## config.mk

```make
export PLATFORM = sky130hd
export DESIGN_NAME = bus_idle_pdn
export DESIGN_NICKNAME = d
export VERILOG_FILES = /design/src/rtl/bip_pkg.sv /design/src/rtl/bip_regs.sv /design/src/rtl/bip_tick.sv /design/src/rtl/bip_apd.sv /design/src/rtl/bip_idle.sv /design/src/rtl/bus_idle_pdn.sv
export SDC_FILE = /design/constraint.sdc
export NUM_CORES = 1
export LEC_CHECK = 0
export BUFFER_PORTS_ARGS = -buffer_cell sky130_fd_sc_hd__buf_2
export CAP_MARGIN = 20
export CELL_PAD_IN_SITES_DETAIL_PLACEMENT = 0
export CELL_PAD_IN_SITES_GLOBAL_PLACEMENT = 2
export CORE_MARGIN = 3
export CORE_UTILIZATION = 37
export DETAILED_ROUTE_END_ITERATION = 6
export PLACE_DENSITY = 0.76
export SLEW_MARGIN = 40
export SYNTH_ARGS = -nofsm -noshare
export SYNTH_HDL_FRONTEND = slang
export SYNTH_SLANG_ARGS = --single-unit
```

## constraint.sdc

```tcl
create_clock -name clk -period 1.9 [get_ports clk]
set_input_delay 0.19 -clock clk [delete_from_list [all_inputs] [get_ports clk]]
set_output_delay 0.19 -clock clk [all_outputs]
set_load 0.03 [all_outputs]
```

## src/rtl/bip_pkg.sv

```systemverilog
package bip_pkg;

    typedef enum logic [1:0] {
        APD_OFF   = 2'd0,
        APD_COUNT = 2'd1,
        APD_DOWN  = 2'd2
    } apd_state_e;

    typedef enum logic {
        ZP_BUSY = 1'b0,
        ZP_IDLE = 1'b1
    } zp_state_e;

    // bit 4 turbo, bit 3 registered-cell clock off, bit 2 array clock off,
    // bit 1 alternate tick source, bit 0 auto power-down enable
    typedef struct packed {
        logic turbo;
        logic macro_off;
        logic array_off;
        logic alt_sel;
        logic apd_en;
    } mode_t;

    localparam int    MODE_W     = $bits(mode_t);
    localparam mode_t MODE_RESET = '{turbo: 1'b1, default: 1'b0};

    localparam logic REG_MODE  = 1'b0;
    localparam logic REG_LIMIT = 1'b1;

endpackage

```

## src/rtl/bip_regs.sv

```systemverilog
module bip_regs
    import bip_pkg::*;
#(
    parameter int DW        = 8,
    parameter int CNT_W     = 8,
    parameter int DEF_LIMIT = 16
) (
    input  logic             clk,
    input  logic             rst_n,
    input  logic             wr_en,
    input  logic             addr,
    input  logic [DW-1:0]    wdata,
    output mode_t            mode,
    output logic [CNT_W-1:0] limit,
    output logic [DW-1:0]    rdata
);

    localparam logic [CNT_W-1:0] LIMIT_RESET = CNT_W'(DEF_LIMIT);

    always_ff @(posedge clk or negedge rst_n) begin
        if (!rst_n) begin
            mode  <= MODE_RESET;
            limit <= LIMIT_RESET;
        end else if (wr_en) begin
            if (addr == REG_MODE) begin
                mode <= mode_t'(wdata[MODE_W-1:0]);
            end else begin
                limit <= wdata[CNT_W-1:0];
            end
        end
    end

    always_comb begin
        rdata = '0;
        if (addr == REG_MODE) begin
            rdata[MODE_W-1:0] = mode;
        end else begin
            rdata[CNT_W-1:0] = limit;
        end
    end

endmodule

```

## src/rtl/bip_tick.sv

```systemverilog
module bip_tick #(
    parameter int SYNC = 2
) (
    input  logic clk,
    input  logic rst_n,
    input  logic alt_clk,
    input  logic alt_sel,
    output logic tick
);

    logic [SYNC-1:0] sync_q;
    logic            last_q;

    for (genvar g = 0; g < SYNC; g++) begin : g_sync
        if (g == 0) begin : g_first
            always_ff @(posedge clk or negedge rst_n) begin
                if (!rst_n) sync_q[g] <= 1'b0;
                else        sync_q[g] <= alt_clk;
            end
        end else begin : g_next
            always_ff @(posedge clk or negedge rst_n) begin
                if (!rst_n) sync_q[g] <= 1'b0;
                else        sync_q[g] <= sync_q[g-1];
            end
        end
    end

    always_ff @(posedge clk or negedge rst_n) begin
        if (!rst_n) last_q <= 1'b0;
        else        last_q <= sync_q[SYNC-1];
    end

    // system clock: one tick per cycle; alternate: one per synchronised rise
    always_comb begin
        if (alt_sel) tick = sync_q[SYNC-1] & ~last_q;
        else         tick = 1'b1;
    end

endmodule

```

## src/rtl/bip_apd.sv

```systemverilog
module bip_apd
    import bip_pkg::*;
#(
    parameter int CNT_W = 8
) (
    input  logic             clk,
    input  logic             rst_n,
    input  logic             apd_en,
    input  logic [CNT_W-1:0] limit,
    input  logic             strobe,
    input  logic             tick,
    output logic             pdn
);

    localparam logic [CNT_W-1:0] ONE = CNT_W'(1);

    apd_state_e       state_q, state_d;
    logic [CNT_W-1:0] cnt_q, cnt_d;
    logic [CNT_W-1:0] reload;
    logic             strobe_q;
    logic             strobe_edge;

    assign strobe_edge = strobe ^ strobe_q;
    assign reload      = (limit == '0) ? ONE : limit;

    // state register
    always_ff @(posedge clk or negedge rst_n) begin
        if (!rst_n) begin
            state_q  <= APD_OFF;
            cnt_q    <= '0;
            strobe_q <= 1'b0;
        end else begin
            state_q  <= state_d;
            cnt_q    <= cnt_d;
            strobe_q <= strobe;
        end
    end

    // transitions: arm, reload, tick, expire, wake, disable
    always_comb begin
        state_d = state_q;
        cnt_d   = cnt_q;
        if (!apd_en) begin
            state_d = APD_OFF;
            cnt_d   = '0;
        end else begin
            unique case (state_q)
                APD_OFF: begin
                    state_d = APD_COUNT;
                    cnt_d   = reload;
                end
                APD_COUNT: begin
                    if (strobe_edge) begin
                        cnt_d = reload;
                    end else if (tick) begin
                        if (cnt_q <= ONE) state_d = APD_DOWN;
                        else              cnt_d   = cnt_q - ONE;
                    end
                end
                APD_DOWN: begin
                    if (strobe_edge) begin
                        state_d = APD_COUNT;
                        cnt_d   = reload;
                    end
                end
                default: begin
                    state_d = APD_OFF;
                    cnt_d   = '0;
                end
            endcase
        end
    end

    // outputs
    always_comb begin
        pdn = (state_q == APD_DOWN);
    end

endmodule

```

## src/rtl/bip_idle.sv

```systemverilog
module bip_idle
    import bip_pkg::*;
#(
    parameter int IN_W     = 16,
    parameter int IDLE_CYC = 9
) (
    input  logic            clk,
    input  logic            rst_n,
    input  logic            turbo,
    input  logic [IN_W-1:0] sense,
    output logic            zp_en
);

    localparam int            IC_W    = (IDLE_CYC > 1) ? $clog2(IDLE_CYC) : 1;
    localparam logic [IC_W-1:0] IC_LAST = IC_W'(IDLE_CYC - 1);

    logic [IN_W-1:0] in_q, in_prev;
    logic            changed;
    zp_state_e       st_q, st_d;
    logic [IC_W-1:0] ic_q, ic_d;

    assign changed = |(in_q ^ in_prev);

    // state register
    always_ff @(posedge clk or negedge rst_n) begin
        if (!rst_n) begin
            in_q    <= '0;
            in_prev <= '0;
            st_q    <= ZP_BUSY;
            ic_q    <= '0;
        end else begin
            in_q    <= sense;
            in_prev <= in_q;
            st_q    <= st_d;
            ic_q    <= ic_d;
        end
    end

    // transitions: settle, stir
    always_comb begin
        st_d = st_q;
        ic_d = ic_q;
        if (turbo || changed) begin
            st_d = ZP_BUSY;
            ic_d = '0;
        end else begin
            unique case (st_q)
                ZP_BUSY: begin
                    if (ic_q == IC_LAST) st_d = ZP_IDLE;
                    else                 ic_d = ic_q + IC_W'(1);
                end
                ZP_IDLE: begin
                    st_d = ZP_IDLE;
                end
                default: begin
                    st_d = ZP_BUSY;
                end
            endcase
        end
    end

    // outputs
    always_comb begin
        zp_en = (st_q == ZP_IDLE);
    end

endmodule

```

## src/rtl/bus_idle_pdn.sv

```systemverilog
module bus_idle_pdn
    import bip_pkg::*;
#(
    parameter int IN_W      = 16,
    parameter int CNT_W     = 8,
    parameter int DW        = 8,
    parameter int DEF_LIMIT = 16,
    parameter int IDLE_CYC  = 9,
    parameter int SYNC      = 2
) (
    input  logic            clk,
    input  logic            rst_n,
    input  logic            cs_n,
    input  logic            strobe,
    input  logic            alt_clk,
    input  logic [IN_W-1:0] sense,
    input  logic            reg_wr,
    input  logic            reg_addr,
    input  logic [DW-1:0]   reg_wdata,
    output logic [DW-1:0]   reg_rdata,
    output logic            pdn,
    output logic            standby,
    output logic            zp_en,
    output logic            array_clk_en,
    output logic            macro_clk_en
);

    mode_t            mode;
    logic [CNT_W-1:0] limit;
    logic             tick;
    logic             cfg_apd_en;
    logic             cfg_turbo;

    assign cfg_apd_en = mode.apd_en;
    assign cfg_turbo  = mode.turbo;

    bip_regs #(
        .DW(DW), .CNT_W(CNT_W), .DEF_LIMIT(DEF_LIMIT)
    ) u_regs (
        .clk(clk), .rst_n(rst_n), .wr_en(reg_wr), .addr(reg_addr),
        .wdata(reg_wdata), .mode(mode), .limit(limit), .rdata(reg_rdata)
    );

    bip_tick #(
        .SYNC(SYNC)
    ) u_tick (
        .clk(clk), .rst_n(rst_n), .alt_clk(alt_clk),
        .alt_sel(mode.alt_sel), .tick(tick)
    );

    bip_apd #(
        .CNT_W(CNT_W)
    ) u_apd (
        .clk(clk), .rst_n(rst_n), .apd_en(cfg_apd_en), .limit(limit),
        .strobe(strobe), .tick(tick), .pdn(pdn)
    );

    bip_idle #(
        .IN_W(IN_W), .IDLE_CYC(IDLE_CYC)
    ) u_idle (
        .clk(clk), .rst_n(rst_n), .turbo(cfg_turbo),
        .sense(sense), .zp_en(zp_en)
    );

    assign standby      = cs_n | pdn;
    assign array_clk_en = ~mode.array_off;
    assign macro_clk_en = ~mode.macro_off;

endmodule

```

Word-level counts from Yosys, hierarchy flattened
Cells that the tools add are included.
{"block": "totals", "register_bits": 64, "out_inout_bits": 13, "elab_cells": 70, "in_bits": 31}
{"block": "op_classes", "order_cmp": 1, "bitwise_logic": 9, "n_eq_ne": 11, "n_mux": 22, "n_reduce_logical": 9, "n_addsub": 2}
{"op": "$mux W8", "count": 6}
{"op": "$pmux W8 S3", "count": 1}
{"op": "$reduce_or A16 Y1", "count": 1}
{"op": "$xor A16 B16 Y16", "count": 1}
{"op": "$mux W4", "count": 3}
{"op": "$mux W2", "count": 5}
{"op": "$le A8 B1 Y1 const B", "count": 1}
{"op": "$logic_not A8 Y1", "count": 1}
{"op": "$ne A4 B3 Y1 const B", "count": 2}
{"op": "$sub A8 B1 Y8 const B", "count": 1}
{"op": "$ne A3 B2 Y1 const B", "count": 2}
{"op": "$ne A3 B3 Y1 const B", "count": 2}
{"op": "$pmux W2 S3", "count": 1}
{"op": "$reduce_and A2 Y1", "count": 3}
{"op": "$mux W5", "count": 1}
{"op": "$not A1 Y1", "count": 5}
{"op": "$add A4 B1 Y4 const B", "count": 1}
{"op": "$eq A4 B4 Y1 const B", "count": 1}
{"op": "$reduce_and A4 Y1", "count": 1}
{"op": "$mux W1", "count": 3}
{"op": "$mux W3", "count": 1}
{"op": "$reduce_and A3 Y1", "count": 1}
{"op": "$eq A2 B1 Y1 const B", "count": 1}
{"op": "$eq A2 B2 Y1 const B", "count": 1}
{"op": "other kinds (8)", "count": 8}

Logic depth before layout (Yosys ltp)
Gate-level depths: netlist (run 1).
{"block": "logic_depth", "ltp_word": 7, "ltp_mapped": 6, "ltp_nobuf": 6}

By module
A second synthesis (run 1) with hierarchy kept.
{"block": "hier_totals", "hier_cells": 204, "hier_area_um2": 2678.8}
{"mod": "bip_idle", "instances": 1, "area_per_inst_um2": 1233.7, "cells_per_inst": 78}
{"mod": "bip_apd", "instances": 1, "area_per_inst_um2": 763.2, "cells_per_inst": 81}
{"mod": "bip_regs", "instances": 1, "area_per_inst_um2": 580.6, "cells_per_inst": 37}
{"mod": "bip_tick", "instances": 1, "area_per_inst_um2": 87.6, "cells_per_inst": 5}
{"mod": "bus_idle_pdn", "instances": 1, "area_per_inst_um2": 13.8, "cells_per_inst": 3}

Worst setup path before layout (run 1)
Ideal clock, no wire load.
{"block": "synth_timing", "path_type": "flip-flop to flip-flop", "startpoint": "register u_apd.cnt_q[4]", "endpoint": "register u_apd.cnt_q[5]", "required_time_ns": 1.834, "path_stages_with_launch": 6, "period_less_slack_ns": 1.672, "setup_slack_ns": 0.228, "setup_time_ns": 0.066, "t_arrival_ns": 1.606, "path_buffers": 0, "path_cell_list": "dfrtp_1 > or3_1 > or4_4 > a2bb2oi_1 > nor3b_2 > a41o_1"}
{"block": "synth_via", "elab_chain_len": 6, "elab_cells_between_ends": 9}
{"element": "start: declaration", "line": "bip_apd.sv:18", "text": "logic [CNT_W-1:0] cnt_q, cnt_d;"}
{"element": "start signal: assignment", "line": "bip_apd.sv:34", "text": "cnt_q <= cnt_d;"}
{"element": "$sub A8 B1 Y8", "line": "bip_apd.sv:57", "text": "else cnt_d = cnt_q - ONE;"}
{"element": "$mux W8", "line": "bip_apd.sv:56", "text": "if (cnt_q <= ONE) state_d = APD_DOWN;"}
{"element": "$mux W8", "line": "bip_apd.sv:55", "text": "end else if (tick) begin"}
{"element": "$mux W8", "line": "bip_apd.sv:53", "text": "if (strobe_edge) begin"}
{"element": "$pmux W8 S3", "line": "bip_apd.sv:47", "text": "unique case (state_q)"}
{"element": "$mux W8", "line": "bip_apd.sv:43", "text": "if (!apd_en) begin"}
Parallel ways exist; a longest one is shown, timed or not. The select of a mux whose other input is x is not followed.
A chain may end at the register's enable or synchronous reset.

Worst setup path in the final report (run 1)
{"block": "layout_timing", "startpoint": "register u_idle.in_q[5]", "endpoint": "register u_idle.ic_q[3]"}
{"block": "layout_via", "elab_chain_len": 5, "elab_cells_between_ends": 7}
{"element": "start: declaration", "line": "bip_idle.sv:17", "text": "logic [IN_W-1:0] in_q, in_prev;"}
{"element": "start signal: assignment", "line": "bip_idle.sv:32", "text": "in_q <= sense;"}
{"element": "$xor A16 B16 Y16 (*)", "line": "bip_idle.sv:22", "text": "assign changed = |(in_q ^ in_prev);"}
{"element": "$reduce_or A16 Y1 (*)", "line": "bip_idle.sv:22"}
{"element": "$logic_or A1 B1 Y1 (*)", "line": "bip_idle.sv:43", "text": "if (turbo || changed) begin"}
{"element": "$ne A2 B2 Y1 (no source line) / $ne A2 B1 Y1 (equally long branches)"}
{"element": "$reduce_and A2 Y1 (no source line)"}
{"element": "end signal: assignment", "line": "bip_idle.sv:35", "text": "ic_q <= ic_d;"}
{"element": "end: declaration", "line": "bip_idle.sv:20", "text": "logic [IC_W-1:0] ic_q, ic_d;"}
Every way passes the cells marked *; elsewhere a longest branch is shown, timed or not.

==> results.yml, run 1 <==
run_status:
  outcome: "finished, final reports clean"
place:
  portBuffers: 43
  gp_congestion: 0.779
  setup_slack_at_placement_ns: 0.102
  post-dp-hpwl_um: 3620
  number_of_placed_instances_with_taps_included: 361
  placedInstanceArea_sq_um: 3060
run:
  drv.max_cap_violation_count: 0
clock_tree:
  ctsHtreeMaxLevel: 3
  max-clock-path-buffers: 2
  tritoncts_num_sinks: 64
  cts_tree: "yes"
  cts-root-buf: "clkbuf_8"
  insertion_delay_ns: 0.34
  clk_pin_slew_worst_paths_ns: 0.07
  numCtsBuffers: 9
  post-cts-setup-buffers: 0
floorplan:
  initial_core_util_pct: 38.3
  num_rows: 30
  ioPinCount: 44
  dieWidth_um: 90.1
  dieArea_sq_um: 8120
  design.core.area_sq_um: 6830
  die-height_um: 90.1
finish:
  fillers: 635
  ff_latch_area_sq_um: 1600
  fin_area_sq_um: 3460
  postLayoutCoreUtil_pct: 50.7
  final_cell_count_no_fill: 396
  design.final.nets: 330
  area_used_by_multi_input_combinational_logic_sq_um: 965
  flow.area_growth_from_synthesis_pct: 32.2
  antenna-diode-count: 0
  drive_gt1_share_pct: 31.7
sta:
  max_freq_mhz: 564
  min_period_over_period_pct: 93.4
  max_slew.worst_pin.slew_ns: 0.421
  finalSetupViolCount: 0
  setup-tns-final_ns: 0
  rsz_0062_raised_after_global_routing: "false"
  max_slew_margin_vs_limit_pct: 71.8
  time_the_final_worst_path_needs_with_i_o_delays_and_setup_ns: 1.77
  finalHoldViolations: 0
  setup_slack_ns: 0.126
  slew_viol_final: 0
  finalClockSkew_ns: 0.00931
grt:
  global_route_congestion_overflow_total: 0
  grt_start_max_net_pins: 65
  number_of_global_route_vias_before_repair: 1887
  grt_antenna_before_repair: 0
  track_usage_pct: 14.4
  global_route_wire_length_before_repair_um: 9090
worst_setup_path:
  timing.setup.critical_path_class: "reg2reg"
  timing.critical_path.fanout_max: 5
  crit_required_ns: 2.16
  worstSetupStartpointType: "register"
  critPathCaptureType: "register"
  arrival_ns: 2.04
route:
  drt_iter0_drc: 73
  route.final.wire_length_um: 5260
  drc: 0
  vias_per_cell: 4.60
  vias: 1820
  detail_route.wl_per_cell_um: 13.3
  first_pass_iters: 4
  ant_nets: 0
power:
  irDropWorstVdd_mv: 0.634
  p_per_area_nw_per_um2: 1030
  static-leakage-power_nw: 1.60
synth:
  synth_seq_area_share_pct: 61.3
  async_flop_share_pct: 100
  post_synth_inst_count: 211
  synth.lib_cells_used.distinct: 43
  avgSynthCellArea_sq_um: 12.4
  library_cell_with_the_highest_instance_count_after_synthesis: "dfrtp_1"
  ys_warn_count: 0
  synthesis.nets: 246
  syn-cell-area_sq_um: 2620
  synth_top_cell_area_share_pct: 59.2
  synth.top_cells.by_area: "dfrtp_1, mux2_2, xor2_1"
  synth_top_cell_by_area: "dfrtp_1"
  ys.flop_type: "dfrtp_1"
  postSynthRegisterBits: 64
  synth_enable_flop_cells: 0
  yosys-top-cells-count: "dfrtp_1, nand2_1, xor2_1"
hold_path:
  hp-class: "in2reg"
==> stage by stage <==
step / hold WS, ns / power (mW)
2_1_floorplan: -0.106 / 2.08
3_3_place_gp: 0.230 / 2.39
5_1_grt: 0.0750 / 3.79
4_1_cts: 0.0602 / 3.62
3_5_place_dp: 0.231 / 2.39
6_report: 0.0752 / 3.57
==> power by group <==
group	total, mW	leakage (nW)	internal, mW	switching (mW)
registers	1.60	0.771	1.49	0.112
logic	0.789	0.730	0.386	0.403
clock network	1.18	0.0989	0.645	0.536
==> state kept, by name, indices dropped and copies added (netlist names) <==
name,flops
u_idle.in_prev,16
u_apd.strobe_q,1
u_idle.ic_q,4
u_apd.cnt_q,8
u_idle.in_q,16
u_regs.mode,5
u_tick.sync_q,2
u_tick.last_q,1
u_idle.zp_en,1
u_regs.limit,8
u_apd.state_q,2
==> critical path: stages (launching register included) <==
cell	delay, ns
dfrtp_1	0.39
xor2_1	0.15
nor4_1	0.33
nand3_1	0.15
or4_1	0.54
nor2_1	0.15
==> metal layers <==
layer	GRT usage [%]	share of wire (%)	wire length, um	up-vias
li1	-	-	-	898
met1	18.6	46	2420	860
met2	22.0	47	2480	54
met3	4.52	5.7	299	8
met4	6.51	1.2	61	0
met5	0	0	0	-
==> cell type report <==
cell class / count / area share, %
flip-flops and latches: 64 / 46.3
multi-input cells: 133 / 27.9
repair buffers: 77 / 15.3
clock buffers: 10 / 3.98
well taps: 96 / 3.47
clock inverters: 6 / 1.95
inverters: 10 / 1.08
==> cell usage in the layout, fill, tap and decap left out, types with 2 or more instances in the layout <==
master and instances:
inv_1 10, nand3_1 4, mux2_2 14, dfrtp_1 62, o21ai_2 2, nor2_1 10
ha_1 4, clkbuf_8 10, xnor2_1 9, a22oi_1 4, or4_1 2, buf_4 14
nor3_1 4, nand2b_1 3, o21ai_0 11, clkinvlp_4 2, xor2_1 15, nor4_1 4
dlygate4sd3_1 19, nand2_1 17, dfstp_2 2, buf_2 43, and2_1 5, a21oi_1 2
a41o_1 2
==> kinds of logic (layout without fill, tap and decap cells) <==
family,after synthesis,count (layout),share of synthesized area (%)
AO/OA/AOI/OAI,32,32,8.74
XOR/XNOR,24,24,8.03
adder cells (fa/ha/maj),4,4,1.91
buffers and inverters,14,103,2.05
flip-flops,64,64,61.3
multiplexers,15,15,6.40
AND/OR/NAND/NOR,58,58,11.6
==> final timing paths <==
| check | from | to | slack [ns] | depth (start not counted) |
|---|---|---|---|---|
| setup / recovery | u_idle.in_q[5]$_DFF_PN0_ | u_idle.ic_q[3]$_DFFE_PN0P_ | 0.13 | 5 |
| hold / removal | reg_wdata[3] | u_regs.mode[3]$_DFFE_PN0P_ | 0.08 | 3 |
| setup reg to reg | u_idle.in_q[5]$_DFF_PN0_ | u_idle.ic_q[3]$_DFFE_PN0P_ | 0.13 | 5 |
| hold reg to reg | u_tick.sync_q[0]$_DFF_PN0_ | u_tick.sync_q[1]$_DFF_PN0_ | 0.35 | 0 |
| max in group asynchronous | rst_n | u_regs.limit[4]$_DFFE_PN1P_ | 1.21 | 3 |
| min in group asynchronous | rst_n | u_idle.zp_en$_DFF_PN0_ | 0.37 | 3 |
==> what timing repair did <==
item / CTS / global route
setup endpoints to repair: 0 / 3
resized for setup: 0 / 1
hold buffers: 19 / 0
endpoints found under the hold margin: 80 / 0
No activity file was read; power rests on OpenSTA's default activity.
==> run 2, diff against run 1 <==
Settings changed: CELL_PAD_IN_SITES_GLOBAL_PLACEMENT 2 to 1, CORE_MARGIN 3 to unset, CORE_UTILIZATION 37 to 46, CTS_BUF_LIST set to sky130_fd_sc_hd__clkbuf_2, PLACE_DENSITY 0.76 to 0.79.
==> results.yml, run 2 (same netlist as run 1, synthesis figures left out) <==
route:
  drc: 0
  first_pass_iters: 6
  ant_nets: 0
  route.final.wire_length_um: 5110
  detail_route.wl_per_cell_um: 13.6
  drt_iter0_drc: 189
  vias_per_cell: 4.89
  vias: 1839
finish:
  layout.cells.most_common: "dfrtp_1"
  reg.largest.list: "u_idle.in_prev: 16 flops, u_idle.in_q: 16 flops"
  fillers: 472
  flow.area_growth_from_synthesis_pct: 31.0
  fin_area_sq_um: 3430
  drive_gt1_share_pct: 30.3
  mostFrequentLayoutCells: "dfrtp_1, buf_2, dlygate4sd3_1, nand2_1, xor2_1"
  design.final.nets: 334
  antenna-diode-count: 0
floorplan:
  die-height_um: 77.5
  dieArea_sq_um: 6000
  ioPinCount: 44
  num_rows: 27
  dieWidth_um: 77.5
  initial_core_util_pct: 47.6
  design.core.area_sq_um: 5510
clock_tree:
  clk_pin_slew_worst_paths_ns: 0.20
  numCtsBuffers: 9
  insertion_delay_ns: 0.47
  tritoncts_num_sinks: 64
  cts_tree: "yes"
  max-clock-path-buffers: 2
  cts-root-buf: "clkbuf_2"
  post-cts-setup-buffers: 0
  ctsHtreeMaxLevel: 3
worst_setup_path:
  rr_endpoint: "u_apd.cnt_q[5]$_DFFE_PN0P_"
  slack_of_the_worst_reg_to_reg_path_ns: 0.12
  critical_path_depth: 6
  arrival_ns: 2.17
  cp_slowest_cell: "dfrtp_2"
  timing.setup.critical_path_class: "reg2reg"
  cell_by_cell_listing_of_the_critical_path: "inv_1, ha_1, o211ai_1, and3_2, nand2_1, a41o_1"
  critical_path_buf_inv_count: 1
  crit_family: "compound AO/OA/AOI/OAI gates"
  timing.critical_path.fanout_max: 6
  timing.reg2reg.worst_path_depth: 6
  critPathCaptureType: "register"
  crit_required_ns: 2.29
  critPathMaxStageDelay_ns: 0.46
  worstReg2RegStart: "u_apd.cnt_q[0]$_DFFE_PN0P_"
  worstSetupStartpointType: "register"
sta:
  max_slew.worst_pin.slew_ns: 0.477
  finalHoldViolations: 0
  min_period_over_period_pct: 93.4
  max_slew_margin_vs_limit_pct: 68.1
  max_freq_mhz: 563
  finalSetupViolCount: 0
  slew_viol_final: 0
  time_the_final_worst_path_needs_with_i_o_delays_and_setup_ns: 1.78
  finalClockSkew_ns: 0.0201
grt:
  grt_start_max_net_pins: 65
  use_met1_pct: 25.2
  number_of_global_route_vias_before_repair: 1860
  global_route_wire_length_before_repair_um: 8600
  global_route_congestion_overflow_total: 0
  global_route.usage.met2_pct: 29.8
  grt_antenna_before_repair: 0
  gr_util_met3_pct: 4.12
  track_usage_pct: 19.1
  global_route.peak_usage_layer: "met2"
place:
  portBuffers: 43
  post-dp-hpwl_um: 3410
  gp_congestion: 0.884
  placedInstanceArea_sq_um: 3000
power:
  static-leakage-power_nw: 1.60
  irDropWorstVdd_mv: 0.538
  power.total_mw: 3.34
  p_per_area_nw_per_um2: 974
run:
  drv.max_cap_violation_count: 0
hold_path:
  hp-class: "in2async"
run_status:
  outcome: "finished, final reports clean"
run 2: power breakdown:
| part | internal [mW] | switching (mW) | leakage (nW) |
|---|---|---|---|
| Sequential | 1.49 | 0.122 | 0.770 |
| Combinational | 0.368 | 0.381 | 0.745 |
| Clock | 0.450 | 0.530 | 0.0831 |
run 2: stage by stage:
stage | TNS (ns) | instances | util (%) | hold WS [ns] | setup slack, ns
finish | 0 | 376 | 62.3 | 0.218 | 0.125
detailed placement | 0 | 333 | 54.5 | 0.229 | 0.129
global placement | 0 | 333 | 54.5 | 0.227 | 0.154
global route | -0.0139 | 376 | 62.3 | 0.195 | -0.00940
CTS | 0 | 376 | 62.1 | 0.192 | 0.0845
floorplan | 0 | 211 | - | -0.106 | 0.228
run 2: worst max path at each step:
stage | from | end | slack [ns]
6_report | u_apd.cnt_q[0]$_DFFE_PN0P_ | u_apd.cnt_q[5]$_DFFE_PN0P_ | 0.12
3_3_place_gp | u_apd.cnt_q[0]$_DFFE_PN0P_ | u_apd.cnt_q[5]$_DFFE_PN0P_ | 0.15
2_1_floorplan | u_apd.cnt_q[4]$_DFFE_PN0P_ | u_apd.cnt_q[5]$_DFFE_PN0P_ | 0.23
3_5_place_dp | u_apd.cnt_q[4]$_DFFE_PN0P_ | u_apd.cnt_q[0]$_DFFE_PN0P_ | 0.13
5_1_grt | u_apd.cnt_q[2]$_DFFE_PN0P_ | u_apd.cnt_q[4]$_DFFE_PN0P_ | -0.009
4_1_cts | u_apd.cnt_q[4]$_DFFE_PN0P_ | u_apd.cnt_q[4]$_DFFE_PN0P_ | 0.08
run 2: worst reg2reg max path, stage by stage, from the launching register on:
cell	delay [ns]
dfrtp_2	0.46
inv_1	0.08
ha_1	0.22
o211ai_1	0.31
and3_2	0.32
nand2_1	0.07
a41o_1	0.24
run 2: routing by layer:
metal	part of all wire, %	vias up
li1	-	912
met1	47	882
met4	0.86	0
met5	0	-
met2	48	41
met3	4.0	4
run 2: layout make-up:
type | count | area, sq um | area share (%)
clock inverter | 7 | 103 | 2.99
clock buffer | 9 | 45.0 | 1.31
inverter | 10 | 37.5 | 1.09
multi-input combinational | 133 | 970 | 28.3
timing repair buffer | 81 | 581 | 16.9
sequential | 64 | 1610 | 46.8
tap | 72 | 90.1 | 2.63
run 2: timing repair:
action                     CTS  global route
resized for setup            0             3
setup endpoints to repair    0             8
hold buffers                27             0
hold endpoints to repair    95             0
